`src/rtl/remap_pkg.sv`:
```
package remap_pkg;

  localparam int FIELD_W = 3;
  localparam int CFG_W   = 2 * FIELD_W + 1;

  // Active or pending remap configuration.
  typedef struct packed {
    logic               taskSel;  // 1: task number picks the copy
    logic [FIELD_W-1:0] blkLog;   // log2 of copy count, 0 disables
    logic [FIELD_W-1:0] regLog;   // log2 of private register count
  } remapCfg_t;

  // Strobes from control to datapath.
  typedef struct packed {
    logic capture;  // latch incoming word into the pending register
    logic commit;   // move pending word into the active register
  } cfgStrobe_t;

endpackage

```
`src/rtl/remap_ctrl.sv`:
```
module remap_ctrl
  import remap_pkg::*;
#(
  parameter int DELAY_SLOTS = 3  // slot index, counted from the write, where the new word applies (>= 2)
) (
  input  logic       clk,
  input  logic       rstN,
  input  logic       instrStep,
  input  logic       cfgWrite,
  output cfgStrobe_t strobe
);

  localparam int CNT_W = $clog2(DELAY_SLOTS + 1);
  localparam logic [CNT_W-1:0] CNT_LOAD = CNT_W'(DELAY_SLOTS - 1);
  localparam logic [CNT_W-1:0] CNT_LAST = CNT_W'(1);

  logic [CNT_W-1:0] slotsLeft;
  logic             captureNow;

  assign captureNow = cfgWrite & instrStep;

  always_comb begin
    strobe.capture = captureNow;
    strobe.commit  = instrStep & ~captureNow & (slotsLeft == CNT_LAST);
  end

  always_ff @(posedge clk or negedge rstN) begin
    if (!rstN) begin
      slotsLeft <= '0;
    end else if (captureNow) begin
      slotsLeft <= CNT_LOAD;
    end else if (instrStep && slotsLeft != '0) begin
      slotsLeft <= slotsLeft - CNT_LAST;
    end
  end

endmodule

```
`src/rtl/remap_xlate.sv`:
```
module remap_xlate
  import remap_pkg::*;
#(
  parameter int ADDR_W = 9,
  parameter int IDX_W  = 7,
  parameter int TASK_W = 2
) (
  input  remapCfg_t         cfg,
  input  logic [ADDR_W-1:0] addr,
  input  logic              direct,
  input  logic [IDX_W-1:0]  idxLow,
  input  logic [TASK_W-1:0] taskId,
  output logic [ADDR_W-1:0] phys
);

  localparam int MAX_SHIFT = (1 << FIELD_W) - 1;
  localparam int WIDE_W    = IDX_W + MAX_SHIFT;

  logic [IDX_W-1:0]  selRaw;
  logic [IDX_W-1:0]  blkMask;
  logic [IDX_W-1:0]  sel;
  logic              inRange;
  logic              applies;
  logic [ADDR_W-1:0] placed;

  always_comb begin
    selRaw  = cfg.taskSel ? IDX_W'(taskId) : idxLow;
    blkMask = IDX_W'((1 << cfg.blkLog) - 1);
    sel     = selRaw & blkMask;
    inRange = (addr >> cfg.regLog) == '0;
    applies = direct && inRange && (cfg.blkLog != '0);
    placed  = ADDR_W'(WIDE_W'(sel) << cfg.regLog);
    phys    = applies ? (placed | addr) : addr;
  end

endmodule

```
`src/rtl/remap_datapath.sv`:
```
module remap_datapath
  import remap_pkg::*;
#(
  parameter int ADDR_W    = 9,
  parameter int IDX_W     = 7,
  parameter int TASK_W    = 2,
  parameter int NUM_PORTS = 2
) (
  input  logic                             clk,
  input  logic                             rstN,
  input  cfgStrobe_t                       strobe,
  input  logic [CFG_W-1:0]                 cfgWord,
  input  logic [IDX_W-1:0]                 idxLow,
  input  logic [TASK_W-1:0]                taskId,
  input  logic [NUM_PORTS-1:0][ADDR_W-1:0] addrIn,
  input  logic [NUM_PORTS-1:0]             directIn,
  output logic [NUM_PORTS-1:0][ADDR_W-1:0] physOut,
  output remapCfg_t                        activeCfg
);

  remapCfg_t pendCfg;

  always_ff @(posedge clk or negedge rstN) begin
    if (!rstN) begin
      pendCfg   <= '0;
      activeCfg <= '0;
    end else begin
      if (strobe.capture) pendCfg <= remapCfg_t'(cfgWord);
      if (strobe.commit)  activeCfg <= pendCfg;
    end
  end

  for (genvar p = 0; p < NUM_PORTS; p++) begin : g_port
    remap_xlate #(
      .ADDR_W(ADDR_W),
      .IDX_W (IDX_W),
      .TASK_W(TASK_W)
    ) u_xlate (
      .cfg   (activeCfg),
      .addr  (addrIn[p]),
      .direct(directIn[p]),
      .idxLow(idxLow),
      .taskId(taskId),
      .phys  (physOut[p])
    );
  end

endmodule

```
`src/rtl/reg_block_remap.sv`:
```
module reg_block_remap
  import remap_pkg::*;
#(
  parameter int ADDR_W      = 9,
  parameter int IDX_W       = 7,
  parameter int TASK_W      = 2,
  parameter int DELAY_SLOTS = 3
) (
  input  logic              clk,
  input  logic              rstN,
  input  logic              instrStep,
  input  logic              cfgWrite,
  input  logic [CFG_W-1:0]  cfgWord,
  input  logic [IDX_W-1:0]  idxLow,
  input  logic [TASK_W-1:0] taskId,
  input  logic [ADDR_W-1:0] dAddr,
  input  logic              dDirect,
  input  logic [ADDR_W-1:0] sAddr,
  input  logic              sDirect,
  output logic [ADDR_W-1:0] dPhys,
  output logic [ADDR_W-1:0] sPhys
);

  localparam int NUM_PORTS = 2;
  localparam int PORT_D    = 0;
  localparam int PORT_S    = 1;

  cfgStrobe_t                       strobe;
  remapCfg_t                        activeCfg;
  logic [NUM_PORTS-1:0][ADDR_W-1:0] addrIn;
  logic [NUM_PORTS-1:0]             directIn;
  logic [NUM_PORTS-1:0][ADDR_W-1:0] physOut;

  always_comb begin
    addrIn[PORT_D]   = dAddr;
    addrIn[PORT_S]   = sAddr;
    directIn[PORT_D] = dDirect;
    directIn[PORT_S] = sDirect;
  end

  assign dPhys = physOut[PORT_D];
  assign sPhys = physOut[PORT_S];

  remap_ctrl #(
    .DELAY_SLOTS(DELAY_SLOTS)
  ) u_ctrl (
    .clk      (clk),
    .rstN     (rstN),
    .instrStep(instrStep),
    .cfgWrite (cfgWrite),
    .strobe   (strobe)
  );

  remap_datapath #(
    .ADDR_W   (ADDR_W),
    .IDX_W    (IDX_W),
    .TASK_W   (TASK_W),
    .NUM_PORTS(NUM_PORTS)
  ) u_dp (
    .clk      (clk),
    .rstN     (rstN),
    .strobe   (strobe),
    .cfgWord  (cfgWord),
    .idxLow   (idxLow),
    .taskId   (taskId),
    .addrIn   (addrIn),
    .directIn (directIn),
    .physOut  (physOut),
    .activeCfg(activeCfg)
  );

endmodule

```
`config.mk`:
```
export PLATFORM = sky130hd
export DESIGN_NAME = reg_block_remap
export DESIGN_NICKNAME = d
export VERILOG_FILES = /design/src/rtl/remap_pkg.sv /design/src/rtl/remap_ctrl.sv /design/src/rtl/remap_xlate.sv /design/src/rtl/remap_datapath.sv /design/src/rtl/reg_block_remap.sv
export SDC_FILE = /design/constraint.sdc
export NUM_CORES = 1
export LEC_CHECK = 0
export CAP_MARGIN = 20
export CORE_ASPECT_RATIO = 2
export CORE_UTILIZATION = 49
export CTS_CLUSTER_DIAMETER = 120
export CTS_CLUSTER_SIZE = 20
export DETAILED_ROUTE_END_ITERATION = 12
export HOLD_SLACK_MARGIN = 0.1
export PLACE_DENSITY_LB_ADDON = 0.1
export SYNTH_ARGS = -nofsm -noshare
export SYNTH_HDL_FRONTEND = slang
export SYNTH_SLANG_ARGS = --single-unit
```
`constraint.sdc`:
```
create_clock -name clk -period 7.56 [get_ports clk]
set_input_delay 0.756 -clock clk [delete_from_list [all_inputs] [get_ports clk]]
set_output_delay 0.756 -clock clk [all_outputs]
set_load 0.005 [all_outputs]
```
# --- Word level (Yosys, flattened, before mapping) ---
# Cells that the tools add are included.
classes:
  addsub: 2
  multipliers: 0
  n_div: 0
  n_lt_le_gt_ge: 0
  n_eq_ne: 1
  n_shift: 4
  mux: 5
  n_bitwise: 7
  reduce_logical: 10
ops:
  columns: ["operator", "n"]
  rows:
  - ["9-bit logical NOT", 2]
  - ["9-bit two-way mux", 2]
  - ["9-bit OR", 2]
  - ["9-bit by 3-bit right shift with 9-bit output", 2]
  - ["7-bit by 3-bit << shifter with 9-bit output", 1]
  - ["7-bit AND", 1]
  - ["7-bit two-way mux", 1]
  - ["1-bit by 3-bit << shifter with 7-bit output, first input constant", 1]
  - ["7-bit by 2-bit subtractor with 7-bit output, second input constant", 1]
  - ["1-bit logical AND", 5]
  - ["2-bit two-way mux", 2]
  - ["2-bit nonzero test", 2]
  - ["1-bit AND", 3]
  - ["3-bit nonzero test", 1]
  - ["2-bit by 1-bit == test with 1-bit output, second input constant", 1]
  - ["2-bit by 1-bit subtractor with 2-bit output, second input constant", 1]
  - ["1-bit NOT", 1]
totals:
  register_bits: 16
  latchBits: 0
  ram_bits: 0
  mem_bits_ro: 0
  in_bits: 40
  output_inout_bits: 18
  wordCells: 36
  memories: 0

# --- Depth between registers and ports, before layout ---
# Gate-level depths: netlist of the first run.
logic_depth:
  ltp_word: 6
  ltp_mapped: 10
  mapped_depth_nobuf: 8

# --- Modules after synthesis ---
# From an unflattened synthesis of the first run, not the netlist that was laid out.
unflattened:
  hier_cells: 243
  area_unflattened_um2: 2080.7
modules_own_cells:
  columns: ["mod", "instances", "cells_per_inst", "area_each_um2", "seq_area_each_um2"]
  rows:
  - ["remap_xlate", 2, 98, 666.9, 0.0]
  - ["remap_datapath", 1, 30, 583.1, 350.3]
  - ["remap_ctrl", 1, 17, 163.9, 50.0]

# --- Worst setup path before layout of the first run ---
# OpenSTA, ideal clock, no wires.
synth_timing:
  kind: "flip-flop to output port"
  startpoint: "reg, netlist name u_dp.activeCfg[3]"
  endpoint: "out dPhys[5]"
  arrival_time_ns: 2.265
  required_time_ns: 6.804
  slack_ns: 4.539
  stages_incl_launch_ff: 10
  path_buffers: 1
  path_cell_list: "dfrtp_1 -> nor3_2 -> inv_1 -> ha_1 -> buf_2 -> or3b_1 -> mux2i_2 -> a21oi_1 -> o221ai_1 -> a21o_1"
synth_between:
  elab_chain_len: 6
  word_cells_on_any_way: 8
  classes_between: "1 x add/sub; 2 x shift; 1 x mux; 2 x bitwise; 2 x reduce/logical"
synth_lines:
  columns: ["element", "line", "rtl"]
  rows:
  - ["1-bit by 3-bit << shifter with 7-bit output", "remap_xlate.sv:28", "blkMask = IDX_W'((1 << cfg.blkLog) - 1);"]
  - ["7-bit by 2-bit subtractor with 7-bit output", "remap_xlate.sv:28", null]
  - ["7-bit AND", "remap_xlate.sv:29", "sel = selRaw & blkMask;"]
  - ["7-bit by 3-bit << shifter with 9-bit output", "remap_xlate.sv:32", "placed = ADDR_W'(WIDE_W'(sel) << cfg.regLog);"]
  - ["9-bit OR", "remap_xlate.sv:33", "phys = applies ? (placed | addr) : addr;"]
  - ["9-bit two-way mux (*)", "remap_xlate.sv:33", null]
  - ["end: declaration", "reg_block_remap.sv:20", "output logic [ADDR_W-1:0] dPhys,"]
# Mark *: on every way between the ends. The rest lies on a longest branch, timed or not.

# --- Worst setup path after layout of the first run ---
layout_timing:
  startpoint: "reg, netlist name u_dp.activeCfg[5]"
  endpoint: "out dPhys[8]"
layout_between:
  elab_chain_len: 6
  word_cells_on_any_way: 8
  classes_between: "1 x add/sub; 2 x shift; 1 x mux; 2 x bitwise; 2 x reduce/logical"
layout_lines:
  columns: ["element", "line"]
  rows:
  - ["1-bit by 3-bit << shifter with 7-bit output", "remap_xlate.sv:28"]
  - ["7-bit by 2-bit subtractor with 7-bit output", "remap_xlate.sv:28"]
  - ["7-bit AND", "remap_xlate.sv:29"]
  - ["7-bit by 3-bit << shifter with 9-bit output", "remap_xlate.sv:32"]
  - ["9-bit OR", "remap_xlate.sv:33"]
  - ["9-bit two-way mux (*)", "remap_xlate.sv:33"]
# Marks and branches as above.

==> results.cfg, run 1 <==
[setup_path]
worstPathRequired_ns = 6.80
cpPeakStageDelay_ns = 0.52
cp-end-kind = primary output
path_class = flop to primary output
r2r_slack_ns = 6.20
crit_fanout = 12
cp.arrival_ns = 3.33
cp_slowest_cell = dfrtp_1
critPathLaunchType = flop
path_cells = nor3_2, inv_1, ha_1, or3b_1, mux2i_2, a221oi_2, o22ai_1, a21o_1, clkdlybuf4s50_1

[yosys]
synth-main-ff-cell = dfrtp_1
synth_warnings = 0
syn_nets = 221
synthArstFlopShare = 1.00
synth_edf_count = 0
synth_area_mm2 = 0.00160
ys_types = 54
avgSynthCellArea_um2 = 8.99
ys_seq_area_frac = 0.250
synth_seq_cells = 16
synthCells = 178

[timing]
fmax_mhz = 245
max_slew.worst_pin.slew_ns = 0.703
period_share = 0.540
period_minus_slack_ns = 4.08
setup_viol = 0
hold_viol = 0
finalClockSkew_ns = 0.000746
fin_tns_setup_ns = 0
slew_violations = 0
rsz0062_at_grt = no
slew_headroom = 0.531

[cells_and_area]
final_cell_area_mm2 = 0.00220
antenna_cells = 0
area_growth_pct = 37.5
post_route_cells_drive_above_1_share = 0.159
final_util = 0.697
mostFrequentLayoutCells = clkdlybuf4s50_1, dfrtp_1, mux2_2
final_common_cell = clkdlybuf4s50_1
fin_nets = 271

[clock_network]
clk_latency_ns = 0.24
path_clk_slew_ns = 0.05
postCtsSetupBuffers = 0
cts.sinks = 16
root_buffer = clkbuf_8
h-tree-depth = 1
cts_hold_buf = 0
cts_buffer_depth = 2
numCtsBuffers = 3
cts_tree = done
cts_resized = 0

[min_path]
worstHoldPathType = flop to flop

[power_and_ir_drop]
ir_drop_mv = 0.214
p_int_uw = 354
pwr-share-comb = 0.612
p_switching_uw = 347
p_leak_uw = 0.000875
power_density_mw_per_mm2 = 319
clock_power_share = 0.101
power_switching_share = 0.495
power_frac_seq = 0.287

[floorplan]
die_h_um = 82.8
dieArea_mm2 = 0.00351
core_mm2 = 0.00316
row_count = 29
start_util = 0.507
io_pins = 58
die_w_um = 42.4

[global_route]
grt_pass1_vias = 1645
grt_pass1_wl_um = 7420
grt_max_degree = 23
grtUsageTotal = 0.271
grt_overflow = 0
antenna_found_initial = 0

[routing]
detail_route.wl_per_cell_um = 17.7
totalWireLength_um = 4570
ant_nets = 0
drc = 0
avgViaCountPerCell = 6.41
vias = 1653
dr.pass1.iters = 4
dr.first_iter.drc_count = 36

[run_status]
outcome = completed

[flow_run]
cap_violations = 0

[place]
dp_hpwl_um = 3710
dpl_cell_area_mm2 = 0.00214
io_buffer_count = 57
gp_congestion = 0.914
-- area by class of cell --
cell class | instances | area, um^2
Inverter | 10 | 37.5
Clock buffer | 4 | 55.1
Sequential cell | 16 | 400
Tap cell | 31 | 38.8
Fill cell | 280 | 957
Multi-Input combinational cell | 140 | 1100
Timing Repair Buffer | 57 | 571
-- registers in the layout (all words and copies together) (netlist names) --
name	cells
u_ctrl.slotsLeft	2
u_dp.activeCfg	7
u_dp.pendCfg	7
-- Yosys cell counts (all sizes together), types with 3 or more instances --
master | count | share of area
a21o | 9 | 0.042
o21ai | 8 | 0.025
ha | 3 | 0.023
nor3 | 10 | 0.038
a31o | 4 | 0.022
a21oi | 9 | 0.028
o21bai | 3 | 0.014
nor2b | 5 | 0.020
nor3b | 4 | 0.026
nand2b | 6 | 0.023
inv | 10 | 0.023
nand4b | 3 | 0.016
mux2 | 14 | 0.099
dfrtp | 16 | 0.25
nand2 | 9 | 0.021
o22ai | 3 | 0.012
a31oi | 3 | 0.012
o31ai | 6 | 0.034
nor2 | 8 | 0.019
mux2i | 4 | 0.027
buf | 11 | 0.038
-- final timing paths --
kind	from	depth (start not counted)	endpoint
max in group asynchronous	rstN	1	u_dp.pendCfg[4]
min	u_dp.pendCfg[3]	1	u_dp.activeCfg[3]
min in group asynchronous	rstN	1	u_ctrl.slotsLeft[1]
max reg2reg	u_ctrl.slotsLeft[0]	3	u_dp.activeCfg[6]
max	u_dp.activeCfg[5]	9	dPhys[8]
min reg2reg	u_dp.pendCfg[3]	1	u_dp.activeCfg[3]
-- critical path: cells and delay by family, from the launching register on --
kind,cells,cell delay (ns)
AO/OA/AOI/OAI,3,0.57
adder cells (fa/ha/maj),1,0.31
buffers and inverters,2,0.60
flip-flops,1,0.52
multiplexers,1,0.28
AND/OR/NAND/NOR,2,0.79
-- metal layers --
metal  vias up  global-route usage  routed length, um
met2        73               0.534               2700
li1        771                   -                  -
met5         -                   0                  0
met3        18              0.0217                167
met1       791               0.249               1490
met4         0               0.153                221
-- power by group through the flow --
stage	clock, uW	sequential [uW]	combinational, uW
global route	77.1	211	464
CTS	74.2	199	425
finish	70.8	201	429
floorplan	0	134	387
global placement	0	196	409
detailed placement	0	200	421
-- kinds of logic (layout without fill, tap and decap cells) --
kind of cell / Yosys count / after routing / synth area share
compound gates: 61 / 61 / 0.309
xor+xnor: 2 / 2 / 0.0109
fa+ha+maj: 3 / 3 / 0.0235
buf+inv: 22 / 71 / 0.0641
flops: 16 / 16 / 0.250
mux: 18 / 18 / 0.126
simple gates: 56 / 56 / 0.217
-- stage by stage --
step / total power, uW / setup WS, ns / std cells / hold WS, ns
after floorplan: 521 / 4.54 / 178 / 0.460
after global placement: 605 / 3.90 / 254 / 0.485
after detailed placement: 621 / 3.78 / 254 / 0.495
after CTS: 698 / 3.50 / 258 / 0.507
after global routing: 752 / 3.36 / 258 / 0.525
final: 701 / 3.48 / 258 / 0.504
(Power assumes the default switching activity.)
==> run 2, diff against run 1 <==
--- a/config.mk
+++ b/config.mk
@@ -7,7 +7,7 @@
 export LEC_CHECK = 0
 export CAP_MARGIN = 20
 export CORE_ASPECT_RATIO = 2
-export CORE_UTILIZATION = 49
+export CORE_UTILIZATION = 45
 export CTS_CLUSTER_DIAMETER = 120
 export CTS_CLUSTER_SIZE = 20
 export DETAILED_ROUTE_END_ITERATION = 12
==> constraint.sdc (replaced) <==
create_clock -name clk -period 4.2 [get_ports clk]
set_input_delay 0.42 -clock clk [delete_from_list [all_inputs] [get_ports clk]]
set_output_delay 0.42 -clock clk [all_outputs]
set_load 0.005 [all_outputs]
==> run 2 against run 1 <==
The run now ends with DRC left; largest power group unchanged; critical path type unchanged; power rose by 76%; final cell count did not move; routed wire length fell by 0.39%.
==> results.cfg, run 2 (synthesis gave the netlist of run 1 again) <==
[setup_path]
worstPathRequired_ns = 3.78
cp.arrival_ns = 3.22
worstRegToRegCells = 3
reg2reg_to = u_dp.activeCfg[3]
r2r_start = u_ctrl.slotsLeft[0]
r2r_slack_ns = 2.87
critPathLaunchType = flop
cp-end-kind = primary output
crit_fanout = 12
path_class = flop to primary output

[cells_and_area]
seqCellArea_um2 = 400
fin_nets = 271
final_util = 0.647
fill_cells = 289
area_growth_pct = 36.7
multiInputGateArea_mm2 = 0.00110
post_route_cells_drive_above_1_share = 0.155
antenna_cells = 0
final_cell_area_mm2 = 0.00219
mostFrequentLayoutCells = clkdlybuf4s50_1, dfrtp_1, mux2_2
final_common_cell = clkdlybuf4s50_1
top_regs = u_dp.activeCfg: 7 flops, u_dp.pendCfg: 7 flops, u_ctrl.slotsLeft: 2 flops

[floorplan]
row_count = 30
start_util = 0.474
die_h_um = 86.3
core_mm2 = 0.00338
die_w_um = 44.2
dieArea_mm2 = 0.00381
io_pins = 58

[timing]
slew_headroom = 0.519
slew_violations = 0
max_slew.worst_pin.slew_ns = 0.720
rsz0062_at_grt = no
period_minus_slack_ns = 3.64
fin_ws_ns = 0.557
fin_tns_setup_ns = 0
finalClockSkew_ns = 0.00177
setup_viol = 0
fmax_mhz = 274
timing.hold.ws_ns = 0.501
hold_viol = 0
period_share = 0.867

[global_route]
grt_overflow = 0
antenna_found_initial = 0
grt_max_degree = 23
grt_pass1_wl_um = 7320
grtUsageTotal = 0.255
grt_pass1_vias = 1625

[clock_network]
h-tree-depth = 1
cts_tree = done
numCtsBuffers = 3
cts_buffer_depth = 2
root_buffer = clkbuf_8
cts.sinks = 16
path_clk_slew_ns = 0.05
clk_latency_ns = 0.24
cts_hold_buf = 0
postCtsSetupBuffers = 0
cts_resized = 0

[routing]
drc = 5
avgViaCountPerCell = 6.22
vias = 1605
dr.pass1.iters = 8
detail_route.wl_per_cell_um = 17.6
ant_nets = 0
dr.first_iter.drc_count = 23
totalWireLength_um = 4550

[min_path]
worstHoldPathType = flop to flop
hold_path.startpoint = u_dp.pendCfg[4]
hold_depth = 1
hold_path_end = u_dp.activeCfg[4]

[place]
gp_congestion = 0.856
dp_hpwl_um = 3700
dpl_cell_area_mm2 = 0.00215
dp_slack_ns = 0.817
io_buffer_count = 57

[run_status]
outcome = finished, violations left
violations = DRC

[power_and_ir_drop]
ir_drop_mv = 0.326
power_density_mw_per_mm2 = 563
p_leak_uw = 0.000868

[flow_run]
cap_violations = 0
-- run 2: worst max-delay path, cell delays in order (launching register included) --
cell and delay [ns]:
dfrtp_1 0.53, nor3_2 0.39, inv_1 0.08, ha_1 0.30, or4b_1 0.52, o211ai_2 0.16
a32oi_2 0.10, a211oi_2 0.25, a21o_1 0.14, clkdlybuf4s50_1 0.50
-- run 2: worst max-delay path by stage --
| stage | from | end | slack [ns] | depth (start not counted) |
|---|---|---|---|---|
| 4_1_cts | u_dp.activeCfg[5] | sPhys[7] | 0.55 | 9 |
| 5_1_grt | u_dp.activeCfg[5] | dPhys[5] | 0.37 | 9 |
| 6_report | u_dp.activeCfg[5] | sPhys[7] | 0.56 | 9 |
| 3_5_place_dp | u_dp.activeCfg[5] | sPhys[7] | 0.82 | 9 |
| 3_3_place_gp | u_dp.activeCfg[5] | dPhys[5] | 0.92 | 9 |
| 2_1_floorplan | u_dp.activeCfg[3] | dPhys[5] | 1.51 | 9 |
-- run 2: through the flow --
stage	std cells	power, uW
floorplan	178	938
global placement	255	1090
detailed placement	255	1120
CTS	258	1230
global route	258	1330
finish	258	1230
-- run 2: final cells by class --
type / count / share of cell area
clock buffer: 3 / 0.0189
inverter: 10 / 0.0172
multi-input combinational: 140 / 0.502
sequential: 16 / 0.183
tap: 32 / 0.0183
timing repair buffer: 57 / 0.261
-- run 2: report_power, final --
| part | switching (uW) | total [uW] | internal (uW) |
|---|---|---|---|
| Sequential | 159 | 364 | 204 |
| Combinational | 411 | 760 | 350 |
| Clock | 44.3 | 108 | 63.3 |
-- run 2: layer usage --
metal | GRT usage | routed length, um | vias up
li1 | - | - | 770
met1 | 0.240 | 1530 | 768
met2 | 0.504 | 2690 | 57
met3 | 0.0208 | 178 | 10
met4 | 0.132 | 159 | 0
met5 | 0 | 0 | -
==> run 3, diff against run 2 <==
--- a/config.mk
+++ b/config.mk
@@ -8,11 +8,13 @@
 export CAP_MARGIN = 20
 export CORE_ASPECT_RATIO = 2
 export CORE_UTILIZATION = 45
+export CTS_BUF_LIST = sky130_fd_sc_hd__clkbuf_8 sky130_fd_sc_hd__clkbuf_16
 export CTS_CLUSTER_DIAMETER = 120
 export CTS_CLUSTER_SIZE = 20
 export DETAILED_ROUTE_END_ITERATION = 12
 export HOLD_SLACK_MARGIN = 0.1
 export PLACE_DENSITY_LB_ADDON = 0.1
+export RECOVER_POWER = 25
 export SYNTH_ARGS = -nofsm -noshare
 export SYNTH_HDL_FRONTEND = slang
 export SYNTH_SLANG_ARGS = --single-unit
==> run 3 against run 2 <==
The flow still finishes with violations (DRC); clock-buffer cell count unchanged; clock skew unchanged; maximum frequency unchanged; non-clock buffer count is the same; die area did not move; via count is the same; critical path depth unchanged; setup slack unchanged; core utilization stayed put; final cell count unchanged; routed wire length did not move.
==> results.cfg, run 3 (synthesis gave the netlist of run 1 again) <==
[place]
dp_hpwl_um = 3700
gp_congestion = 0.856
io_buffer_count = 57

[global_route]
grt_overflow = 0
grt_pass1_vias = 1625
grt_pass1_wl_um = 7320
antenna_found_initial = 0
grtUsageTotal = 0.255
grt_max_degree = 23

[setup_path]
critPathLaunchType = flop
cp.arrival_ns = 3.22
cp-end-kind = primary output
worstPathRequired_ns = 3.78
path_class = flop to primary output
crit_fanout = 12

[timing]
period_share = 0.867
rsz0062_at_grt = no
max_slew.worst_pin.slew_ns = 0.727
finalClockSkew_ns = 0.00177
slew_headroom = 0.514
hold_viol = 0
fmax_mhz = 274
slew_violations = 0
setup_viol = 0
fin_tns_setup_ns = 0
period_minus_slack_ns = 3.64
timing.hold.ws_ns = 0.501

[power_and_ir_drop]
pwr-share-comb = 0.617
power_switching_share = 0.499
p_switching_uw = 614
p_int_uw = 617
power_density_mw_per_mm2 = 563
p_leak_uw = 0.000868
clock_power_share = 0.087
ir_drop_mv = 0.326
power_frac_seq = 0.295

[cells_and_area]
top_regs = u_dp.activeCfg: 7 flops, u_dp.pendCfg: 7 flops, u_ctrl.slotsLeft: 2 flops
mostFrequentLayoutCells = clkdlybuf4s50_1, dfrtp_1, mux2_2
fill_cells = 289
multiInputGateArea_mm2 = 0.00110
final_common_cell = clkdlybuf4s50_1
area_growth_pct = 36.7
fin_nets = 271
seqCellArea_um2 = 400
antenna_cells = 0
post_route_cells_drive_above_1_share = 0.155

[floorplan]
row_count = 30
die_h_um = 86.3
dieArea_mm2 = 0.00381
io_pins = 58
die_w_um = 44.2
start_util = 0.474
core_mm2 = 0.00338

[clock_network]
clk_latency_ns = 0.24
cts_hold_buf = 0
cts_buffer_depth = 2
numCtsBuffers = 3
postCtsSetupBuffers = 0
cts_resized = 0
h-tree-depth = 1
path_clk_slew_ns = 0.05
cts.sinks = 16
root_buffer = clkbuf_8
cts_tree = done

[routing]
vias = 1605
ant_nets = 0
totalWireLength_um = 4550
detail_route.wl_per_cell_um = 17.6
dr.pass1.iters = 8
drc = 5
avgViaCountPerCell = 6.22
dr.first_iter.drc_count = 23

[run_status]
violations = DRC
outcome = finished, violations left

[min_path]
worstHoldPathType = flop to flop

[flow_run]
cap_violations = 0
[run 3: cell count changes in the layout (fill, tap and decap cells not counted), sizes merged]
| cell | change |
|---|---|
| dlygate4sd3 | +1 |
| clkdlybuf4s50 | -1 |
[run 3: power by group through the flow]
stage	combinational, uW	sequential (uW)	clock, uW
6_report	760	364	108
5_1_grt	832	381	117
4_1_cts	757	360	112
3_5_place_dp	753	363	0
3_3_place_gp	738	353	0
2_1_floorplan	697	241	0
[run 3: stage by stage]
stage / utilization / std cells / area (um^2) / total power [uW] / setup WS (ns)
6_report: 0.647 / 258 / 2190 / 1230 / 0.557
5_1_grt: 0.647 / 258 / 2190 / 1330 / 0.372
4_1_cts: 0.647 / 258 / 2190 / 1230 / 0.549
3_5_place_dp: 0.635 / 255 / 2150 / 1120 / 0.817
3_3_place_gp: 0.635 / 255 / 2150 / 1090 / 0.921
2_1_floorplan: - / 178 / 1600 / 938 / 1.51
[run 3: worst max-delay path: stages, from the launching register on]
cell	delay [ns]
dfrtp_1	0.53
nor3_2	0.39
inv_1	0.08
ha_1	0.30
or4b_1	0.52
o211ai_2	0.16
a32oi_2	0.10
a211oi_2	0.25
a21o_1	0.14
clkdlybuf4s50_1	0.50
[run 3: layout make-up]
cell class / instances / share of cell area
Tap cell: 32 / 0.0183
Inverter: 10 / 0.0172
Sequential cell: 16 / 0.183
Timing Repair Buffer: 57 / 0.261
Multi-Input combinational cell: 140 / 0.502
Clock buffer: 3 / 0.0189
[run 3: final timing paths]
kind | slack [ns] | to | from | cells past startpoint
min reg2reg | 0.50 | u_dp.activeCfg[4] | u_dp.pendCfg[4] | 1
max | 0.56 | sPhys[7] | u_dp.activeCfg[5] | 9
min | 0.50 | u_dp.activeCfg[4] | u_dp.pendCfg[4] | 1
max in group asynchronous | 3.06 | u_dp.activeCfg[3] | rstN | 1
max reg2reg | 2.87 | u_dp.activeCfg[3] | u_ctrl.slotsLeft[0] | 3
min in group asynchronous | 0.68 | u_ctrl.slotsLeft[1] | rstN | 1
[run 3: routing by layer]
metal / wire length (um) / track usage / part of all wire / vias to the layer above
met5: 0 / 0 / 0 / -
met4: 159 / 0.132 / 0.035 / 0
met3: 178 / 0.0208 / 0.039 / 10
met2: 2690 / 0.504 / 0.59 / 57
met1: 1530 / 0.240 / 0.34 / 768
li1: - / - / - / 770
